==> config.mk <==
export PLATFORM = sky130hd
export DESIGN_NAME = dcb_master
export DESIGN_NICKNAME = d
export VERILOG_FILES = /design/src/rtl/dcb_pkg.sv /design/src/rtl/dcb_ack_sync.sv /design/src/rtl/dcb_seq.sv /design/src/rtl/dcb_master.sv
export SDC_FILE = /design/constraint.sdc
export NUM_CORES = 1
export LEC_CHECK = 0
export BUFFER_PORTS_ARGS = -buffer_cell sky130_fd_sc_hd__buf_2
export CAP_MARGIN = 20
export CORE_MARGIN = 2
export CORE_UTILIZATION = 60
export DETAILED_ROUTE_END_ITERATION = 8
export GPL_ROUTABILITY_DRIVEN = 1
export HOLD_SLACK_MARGIN = 0.06
export PLACE_DENSITY = 0.86
export SLEW_MARGIN = 20
export SYNTH_ARGS = -nofsm -noshare
export SYNTH_HDL_FRONTEND = slang
export SYNTH_HIERARCHICAL = 1
export SYNTH_SLANG_ARGS = --single-unit
==> constraint.sdc <==
create_clock -name clk -period 3.7 [get_ports clk]
set_input_delay 0.555 -clock clk [delete_from_list [all_inputs] [get_ports clk]]
set_output_delay 0.555 -clock clk [all_outputs]
set_load 0.02 [all_outputs]
==> src/rtl/dcb_pkg.sv <==
package dcb_pkg;

   typedef struct packed {
      logic [4:0] setup;
      logic [4:0] hold;
      logic [4:0] act_len;
      logic       ack_free;
      logic       ack_clk;
      logic [3:0] addr;
      logic [2:0] crs;
      logic       crs_adv;
      logic       full_word;
      logic [1:0] size;
   } mode_t;

   typedef enum logic [1:0] {
      PH_IDLE  = 2'd0,
      PH_SETUP = 2'd1,
      PH_ACT   = 2'd2,
      PH_HOLD  = 2'd3
   } phase_e;

   function automatic logic [2:0] bytes_of(mode_t m);
      if (m.full_word || m.size == 2'd0) return 3'd4;
      return {1'b0, m.size};
   endfunction

endpackage

==> src/rtl/dcb_ack_sync.sv <==
module dcb_ack_sync #(
   parameter int STAGES = 2
) (
   input  logic clk,
   input  logic rst_n,
   input  logic d,
   output logic q
);
   generate
      if (STAGES == 0) begin : g_bypass
         assign q = d;
      end else begin : g_chain
         logic [STAGES-1:0] chain;
         always_ff @(posedge clk or negedge rst_n) begin
            if (!rst_n) begin
               chain <= '0;
            end else begin
               chain[0] <= d;
               for (int i = 1; i < STAGES; i++) chain[i] <= chain[i-1];
            end
         end
         assign q = chain[STAGES-1];
      end
   endgenerate
endmodule

==> src/rtl/dcb_seq.sv <==
module dcb_seq
   import dcb_pkg::*;
#(
   parameter int TMO_CYCLES = 256
) (
   input  logic        clk,
   input  logic        rst_n,
   input  logic        start,
   input  logic        start_rd,
   input  mode_t       mode,
   input  logic [31:0] wdata,
   input  logic [7:0]  din,
   input  logic        ack_clk_in,
   input  logic        ack_free_in,
   output logic        busy,
   output logic        err,
   output logic [3:0]  addr,
   output logic [2:0]  crs,
   output logic        cs,
   output logic        we,
   output logic [7:0]  dout,
   output logic [31:0] rdata
);
   localparam int TMO_W = (TMO_CYCLES > 2) ? $clog2(TMO_CYCLES) : 1;
   localparam logic [TMO_W-1:0] TMO_LAST = TMO_W'(TMO_CYCLES - 1);

   phase_e           ph, ph_d;
   logic [5:0]       cnt, cnt_d;
   logic [TMO_W-1:0] tmo_cnt, tmo_d;
   logic [2:0]       left;
   logic [31:0]      wsh;
   logic             is_rd;
   logic             byte_done, tmo_hit;

   wire        ack_mode  = mode.ack_clk | mode.ack_free;
   wire        ack_seen  = (mode.ack_clk & ack_clk_in) | (mode.ack_free & ack_free_in);
   wire [5:0]  act_load  = {1'b0, mode.act_len} + 6'd1;
   wire        has_setup = (mode.setup != 5'd0);

   always_comb begin
      ph_d      = ph;
      cnt_d     = cnt;
      tmo_d     = tmo_cnt;
      byte_done = 1'b0;
      tmo_hit   = 1'b0;
      case (ph)
         PH_IDLE: begin
            if (start) begin
               ph_d  = has_setup ? PH_SETUP : PH_ACT;
               cnt_d = has_setup ? {1'b0, mode.setup} : act_load;
               tmo_d = '0;
            end
         end
         PH_SETUP: begin
            if (cnt == 6'd1) begin
               ph_d  = PH_ACT;
               cnt_d = act_load;
               tmo_d = '0;
            end else begin
               cnt_d = cnt - 6'd1;
            end
         end
         PH_ACT: begin
            tmo_d = tmo_cnt + 1'b1;
            if (ack_mode) begin
               if (ack_seen) byte_done = 1'b1;
               else if (tmo_cnt == TMO_LAST) begin
                  tmo_hit = 1'b1;
                  ph_d    = PH_IDLE;
               end
            end else if (cnt == 6'd1) begin
               byte_done = 1'b1;
            end else begin
               cnt_d = cnt - 6'd1;
            end
            if (byte_done) begin
               if (mode.hold != 5'd0) begin
                  ph_d  = PH_HOLD;
                  cnt_d = {1'b0, mode.hold};
               end else if (left > 3'd1) begin
                  ph_d  = has_setup ? PH_SETUP : PH_ACT;
                  cnt_d = has_setup ? {1'b0, mode.setup} : act_load;
                  tmo_d = '0;
               end else begin
                  ph_d = PH_IDLE;
               end
            end
         end
         PH_HOLD: begin
            if (cnt == 6'd1) begin
               if (left != 3'd0) begin
                  ph_d  = has_setup ? PH_SETUP : PH_ACT;
                  cnt_d = has_setup ? {1'b0, mode.setup} : act_load;
                  tmo_d = '0;
               end else begin
                  ph_d = PH_IDLE;
               end
            end else begin
               cnt_d = cnt - 6'd1;
            end
         end
         default: ph_d = PH_IDLE;
      endcase
   end

   always_ff @(posedge clk or negedge rst_n) begin
      if (!rst_n) begin
         ph      <= PH_IDLE;
         cnt     <= '0;
         tmo_cnt <= '0;
         left    <= '0;
         crs     <= '0;
         wsh     <= '0;
         rdata   <= '0;
         is_rd   <= 1'b0;
         err     <= 1'b0;
      end else begin
         ph      <= ph_d;
         cnt     <= cnt_d;
         tmo_cnt <= tmo_d;
         if (ph == PH_IDLE && start) begin
            left  <= bytes_of(mode);
            crs   <= mode.crs;
            wsh   <= wdata;
            is_rd <= start_rd;
            err   <= 1'b0;
            if (start_rd) rdata <= '0;
         end
         if (byte_done) begin
            left <= left - 3'd1;
            crs  <= crs + {2'b00, mode.crs_adv};
            wsh  <= {wsh[23:0], 8'h00};
            if (is_rd) rdata <= {rdata[23:0], din};
         end
         if (tmo_hit) err <= 1'b1;
      end
   end

   assign busy = (ph != PH_IDLE);
   assign cs   = (ph == PH_ACT);
   assign we   = busy & ~is_rd;
   assign dout = wsh[31:24];
   assign addr = mode.addr;


   crs_step_chk: assert property (@(posedge clk) disable iff (!rst_n)
      byte_done |=> (crs == $past(crs) + {2'b00, $past(mode.crs_adv)}));

   tmo_err_chk: assert property (@(posedge clk) disable iff (!rst_n)
      tmo_hit |=> (err && !busy));

   act_len_chk: assert property (@(posedge clk) disable iff (!rst_n)
      (ph == PH_ACT && !ack_mode && cnt > 6'd1) |=> cs);
endmodule

==> src/rtl/dcb_master.sv <==
module dcb_master
   import dcb_pkg::*;
#(
   parameter int TMO_CYCLES  = 256,
   parameter int SYNC_STAGES = 2
) (
   input  logic        clk,
   input  logic        rst_n,
   input  logic        host_mode_wr,
   input  logic        host_data_wr,
   input  logic        host_data_rd,
   input  logic [31:0] host_wdata,
   output logic [31:0] host_rdata,
   output logic        busy,
   output logic        err,
   output logic [3:0]  bus_addr,
   output logic [2:0]  bus_crs,
   output logic        bus_cs,
   output logic        bus_we,
   output logic [7:0]  bus_dout,
   input  logic [7:0]  bus_din,
   input  logic        bus_ack_sync,
   input  logic        bus_ack_async
);
   localparam int MODE_W = $bits(mode_t);

   generate
      if (TMO_CYCLES < 2) begin : g_bad_tmo
         $error("TMO_CYCLES must be at least 2");
      end
      if (SYNC_STAGES > 4) begin : g_bad_sync
         $error("SYNC_STAGES must not exceed 4");
      end
   endgenerate

   mode_t mode_q;
   logic  ack_free_s;
   wire   start = (host_data_wr | host_data_rd) & ~busy;

   always_ff @(posedge clk or negedge rst_n) begin
      if (!rst_n) mode_q <= '0;
      else if (host_mode_wr && !busy) mode_q <= mode_t'(host_wdata[MODE_W-1:0]);
   end

   dcb_ack_sync #(.STAGES(SYNC_STAGES)) u_sync (
      .clk(clk), .rst_n(rst_n), .d(bus_ack_async), .q(ack_free_s)
   );

   dcb_seq #(.TMO_CYCLES(TMO_CYCLES)) u_seq (
      .clk(clk), .rst_n(rst_n), .start(start), .start_rd(host_data_rd),
      .mode(mode_q), .wdata(host_wdata), .din(bus_din),
      .ack_clk_in(bus_ack_sync), .ack_free_in(ack_free_s),
      .busy(busy), .err(err), .addr(bus_addr), .crs(bus_crs),
      .cs(bus_cs), .we(bus_we), .dout(bus_dout), .rdata(host_rdata)
   );


   busy_rise_chk: assert property (@(posedge clk) disable iff (!rst_n)
      start |=> busy);

   mode_frozen_chk: assert property (@(posedge clk) disable iff (!rst_n)
      busy |=> $stable(mode_q));

   cs_in_busy_chk: assert property (@(posedge clk) disable iff (!rst_n)
      bus_cs |-> busy);
endmodule

# After elaboration in Yosys (flattened, before gate mapping)
# Index checks and enable logic that the tools add are counted.
# word_totals
ff_bits,118
input_bits,47
out_inout_bits,51
wordCells,119
# classes
n_addsub,5
n_lt_le_gt_ge,1
n_eq_ne,13
n_mux,56
n_bitwise,9
reduce_logical,15
# ops
operator,count
$mux 32,6
$mux 6,10
$mux 8,7
$pmux 8 s4,1
$pmux 6 s4,1
$mux 2,11
$mux 3,6
$mux 1,13
$reduce_bool 5->1,2
$add 8x1->8 const B,1
$eq 8x8->1 const B,1
$ne 2x1->1 const B,4
$pmux 2 s4,1
$add 5x1->6 const B,1
$eq 6x1->1 const B,1
$ne 3x1->1 const B,2
$ne 3x3->1 const B,2
$reduce_and 6->1,1
$reduce_bool 2->1,3
$sub 6x1->6 const B,1
$and 1x1->1,4
$eq 2x2->1 const B,2
$logic_not 2->1,2
$reduce_and 4->1,1
11 further kinds,15

# Longest topological paths before layout
# depth
ltp_word,8
ltp_mapped,10

# Modules after synthesis
# Netlist, hierarchy kept.
# by_module_without_submodules
module,n_inst,cells_each,area_each_um2
dcb_seq,1,541,4672.0
dcb_master,1,62,1146.1
dcb_ack_sync,1,2,50.0

# Worst setup path before layout
# No wires, ideal clock.
# synth_path
path_kind,register -> register
from,reg u_seq.cnt[1]
to,reg u_seq.left[2]
setup_ns,0.132
t_arrival_ns,1.947
required_time_ns,3.568
setup_slack_ns,1.621
path_stages_with_launch,11
path_buffers,2
period_less_slack_ns,2.079
path_cell_list,dfrtp_1 inv_1 ha_1 nor2b_2 a31oi_4 nor2_1 buf_2 buf_2 nand2_1 nand3_1 o211ai_1
# synth_between
elab_chain_cells,6
word_cells_on_any_way,7
cone_classes,eq/ne (1); mux (5); reduce/logical (1)
# synth_rtl
item,line,text
from (decl),dcb_seq.sv:28,"logic [5:0] cnt, cnt_d;"
from (signal assigned),dcb_seq.sv:119,cnt <= cnt_d;
$eq 6x1->1 *,dcb_seq.sv:71,end else if (cnt == 6'd1) begin
$mux 1 *,dcb_seq.sv:71,
$mux 1 *,dcb_seq.sv:65,if (ack_mode) begin
$mux 1 * (2 in a row),dcb_seq.sv:46,case (ph)
$mux 3 / $reduce_bool 2->1 (equally long branches),n/a,
to (signal assigned),dcb_seq.sv:122,left <= bytes_of(mode);
to (signal assigned),dcb_seq.sv:130,left <= left - 3'd1;
to (decl),dcb_seq.sv:30,logic [2:0] left;
# Mark *: on every way between the ends. The rest lies on a longest branch, timed or not. The select of a mux whose other input is x is not followed.
# A chain may end at the register's enable or synchronous reset.

# Worst setup path after layout
# layout_path
from,reg u_seq.cnt[1]
to,reg u_seq.cnt[1]
# layout_between
elab_chain_cells,7
word_cells_on_any_way,15
cone_classes,add/sub (1); eq/ne (2); mux (11); reduce/logical (1)
# layout_rtl
item,line,text
$sub 6x1->6 / $eq 6x1->1 (equally long branches),n/a,
$mux 6,dcb_seq.sv:71,
$mux 6,dcb_seq.sv:65,
$mux 6,dcb_seq.sv:80,end else if (left > 3'd1) begin
$mux 6,dcb_seq.sv:77,if (mode.hold != 5'd0) begin
$mux 6,dcb_seq.sv:76,if (byte_done) begin
$pmux 6 s4,dcb_seq.sv:46,
# Several ways; a longest one is shown, not always the timed one. The select of a mux whose other input is x is not followed.

==> qor.yml <==
outcome:
  run_status: "complete, no violations"
min_path:
  hp-class: "in -> reg"
  worstHoldEndpoint: "u_sync/g_chain.chain[0]"
  min-delay-start: "bus_ack_async"
  whs_path_depth: 1
synth:
  yosysTopAreaCell: "dfrtp_1"
  synth_top_area_share_pct: 50.3
  synthesis.nets: 661
  syn_area_per_cell_um2: 9.70
  synth_most_common_cell: "nand2_1"
  synth-async-reset-ratio_pct: 100
  ys_seq_area_share_pct: 50.3
  netlist_area_mm2: 0.00587
  synth_edf_count: 0
  yosys-top-cells-count: "nand2_1 (162), dfrtp_1 (118), nand3_1 (44)"
  synthFlopType: "dfrtp_1"
  synthDistinctLibCells: 62
  synthCells: 605
  synth_area_leaders: "dfrtp_1 (50%), nand2_1 (10%), mux2_4 (5.1%), nand3_1 (3.8%), a22oi_1 (3.7%)"
  synth-seq-cells: 118
  yosysWarningCount: 6
routing:
  wire_per_inst_um: 17.8
  finalWirelength_mm: 14.8
  remaining_drc_errors: 0
  vias: 4829
  drtPass1Iterations: 5
  ant_nets: 0
  viasPerCell: 5.79
  initialDrtViolationCount: 429
critical_path:
  cp_slowest_stage_delay_ns: 0.54
  r2r_slack_ns: 0.90
  critPathSlowestCell: "nor2_2"
  r2r-start: "u_seq/cnt[1]"
  path_cells: "inv_1 -> ha_1 -> nor2b_2 -> a31oi_4 -> nor2_2 -> buf_4 -> a22oi_1 -> a41oi_1"
  end_kind: "flop"
  critical_path_class: "reg -> reg"
  r2r-end: "u_seq/cnt[1]"
  cp_top_family: "simple AND/OR/NAND/NOR gates"
  r2r_cells: 8
  crit_path_start_kind: "flop"
  arrival_ns: 3.22
  cp.required_ns: 4.12
  path_buf_inv: 2
  critPathMaxFanout: 32
timing:
  period_share_pct: 75.6
  finClkSkew_ns: 0.00730
  worst_slew_pin_slew_ns: 0.879
  setup_ws_ns: 0.904
  layout_min_cycle_time_ns: 2.80
  setup-tns-final_ns: 0
  fmax_ghz: 0.358
  hold_ws_ns: 0.149
  rsz0062_at_grt: "no"
  max-slew-margin-rel_pct: 41.4
  setup_viol: 0
  hold_viol: 0
  drv_slew: 0
global_routing:
  antenna_found_initial: 0
  grt_pass1_vias: 4669
  grt_first_pass_wirelength_mm: 23.4
  grt_max_degree: 69
  grt_use_total_pct: 29.4
  grt_overflow: 0
finish:
  syn_to_final_growth_pct: 18.8
  num-nets-final: 745
  fin_area_mm2: 0.00697
  final_util_pct: 72.3
  layout-drive-gt1-share_pct: 26.4
  final_cells: 834
  antenna_cells: 0
placement:
  dpl.cell_count: 803
  dp_slack_ns: 0.994
  hpwl_mm: 9.92
  io_buffers: 97
  gp_congestion: 0.949
  postPlaceCellArea_mm2: 0.00636
floorplanning:
  die_y_um: 103
  dieArea_mm2: 0.0106
  core_area_mm2: 0.00964
  start_util_pct: 60.9
  fp.dieW_um: 103
  rows: 36
  pin_count: 98
clock_network:
  clockRootBuffer: "clkbuf_8"
  clock-sinks: 118
  htree_levels: 4
  cts.path.max_buffers: 2
  clk_pin_slew_worst_paths_ns: 0.06
  cts_resized: 0
  tritoncts: "yes"
  cts_setup_buffers: 0
  cts_inserted_buffers: 17
  clk-insertion-delay-late_ns: 0.51
  cts_hold_buf: 0
pwr:
  vdd_ir_drop_max_v: 0.000748
  power_leakage_nw: 3.53
  powerDensity_mw_per_mm2: 931
  p_total_mw: 6.49
flow_run:
  cap_viol_max_count: 0
==> worst register-to-register path, delay by kind of cell, from the launching register on <==
kind | cells | cell delay, ns
buffers and inverters | 2 | 0.55
AND/OR/NAND/NOR | 2 | 0.90
adder cells (fa/ha/maj) | 1 | 0.25
AO/OA/AOI/OAI | 3 | 0.60
flip-flops | 1 | 0.42
==> cells in the final DEF, fill, tap and decap left out, drive strengths merged, types with 2 or more instances in the layout <==
cell type  Yosys  routed
a2111oi        2       2
a211oi         2       2
a21o           3       3
a21oi         12      12
a22oi         29      29
a31oi          3       3
and2           3       3
and3           5       5
buf           34     110
bufinv         0       4
clkbuf        11      17
clkinv         1       5
clkinvlp       0       2
dfrtp        118     118
ha             9       9
inv            8      12
mux2          29      29
mux2i          5       5
nand2        164     164
nand2b         7       7
nand3         44      44
nor2          33      33
nor2b          4       4
nor3           8       8
nor3b          4       4
nor4           2       2
o211ai         4       4
o21ai         30      30
o221ai         2       2
o31ai          2       2
o32a           2       2
or3            3       3
xor2           6       6
==> worst max-delay path by stage <==
stage | slack (ns) | depth (start not counted) | startpoint | to
floorplan | 1.62 | 10 | u_seq/cnt[1] | u_seq/left[2]
global placement | 1.07 | 8 | u_seq/cnt[1] | u_seq/cnt[1]
detailed placement | 0.99 | 9 | u_seq/cnt[1] | u_seq/left[2]
CTS | 0.96 | 9 | u_seq/cnt[1] | u_seq/cnt[0]
global route | 0.73 | 9 | u_seq/cnt[1] | u_seq/cnt[0]
finish | 0.90 | 8 | u_seq/cnt[1] | u_seq/cnt[1]
==> power breakdown <==
part	switching (mW)	total [mW]	internal, mW	leakage (nW)
sequential	0.445	2.23	1.79	1.51
clock	0.601	1.70	1.10	0.295
combinational	1.55	2.55	1.01	1.73
total	2.59	6.49	3.89	3.53
==> metal layers <==
metal  global-route usage [%]  vias up  share of wire, %
met3                     7.46       20               6.3
met5                        0        -                 0
met2                     47.4      209                50
li1                         -     2251                 -
met4                     10.8        0               1.9
met1                     38.8     2349                42
==> sequential cells by signal, summed over array words and instances, names as in the netlist, 2 cells and up <==
name	count
u_seq/tmo_cnt	8
u_seq/rdata	32
u_seq/ph	2
u_seq/wsh	32
mode_q	28
u_sync/g_chain.chain	2
u_seq/cnt	6
u_seq/left	3
u_seq/crs	3
==> logic make-up after synthesis <==
| group | Yosys count | synth area share (%) |
|---|---|---|
| multiplexers | 34 | 7.70 |
| adder cells (fa/ha/maj) | 9 | 1.92 |
| XOR/XNOR | 7 | 1.04 |
| flip-flops | 118 | 50.3 |
| AO/OA/AOI/OAI | 103 | 12.7 |
| AND/OR/NAND/NOR | 280 | 21.1 |
| buffers and inverters | 54 | 5.20 |
==> layout make-up <==
type	count	area [um^2]
Fill cell	670	2670
Timing Repair Buffer	110	586
Sequential cell	118	2950
Tap cell	133	166
Multi-Input combinational cell	433	2620
Clock inverter	14	198
Clock buffer	17	414
Inverter	9	33.8
Note: power is estimated with default switching activity, not from simulation.
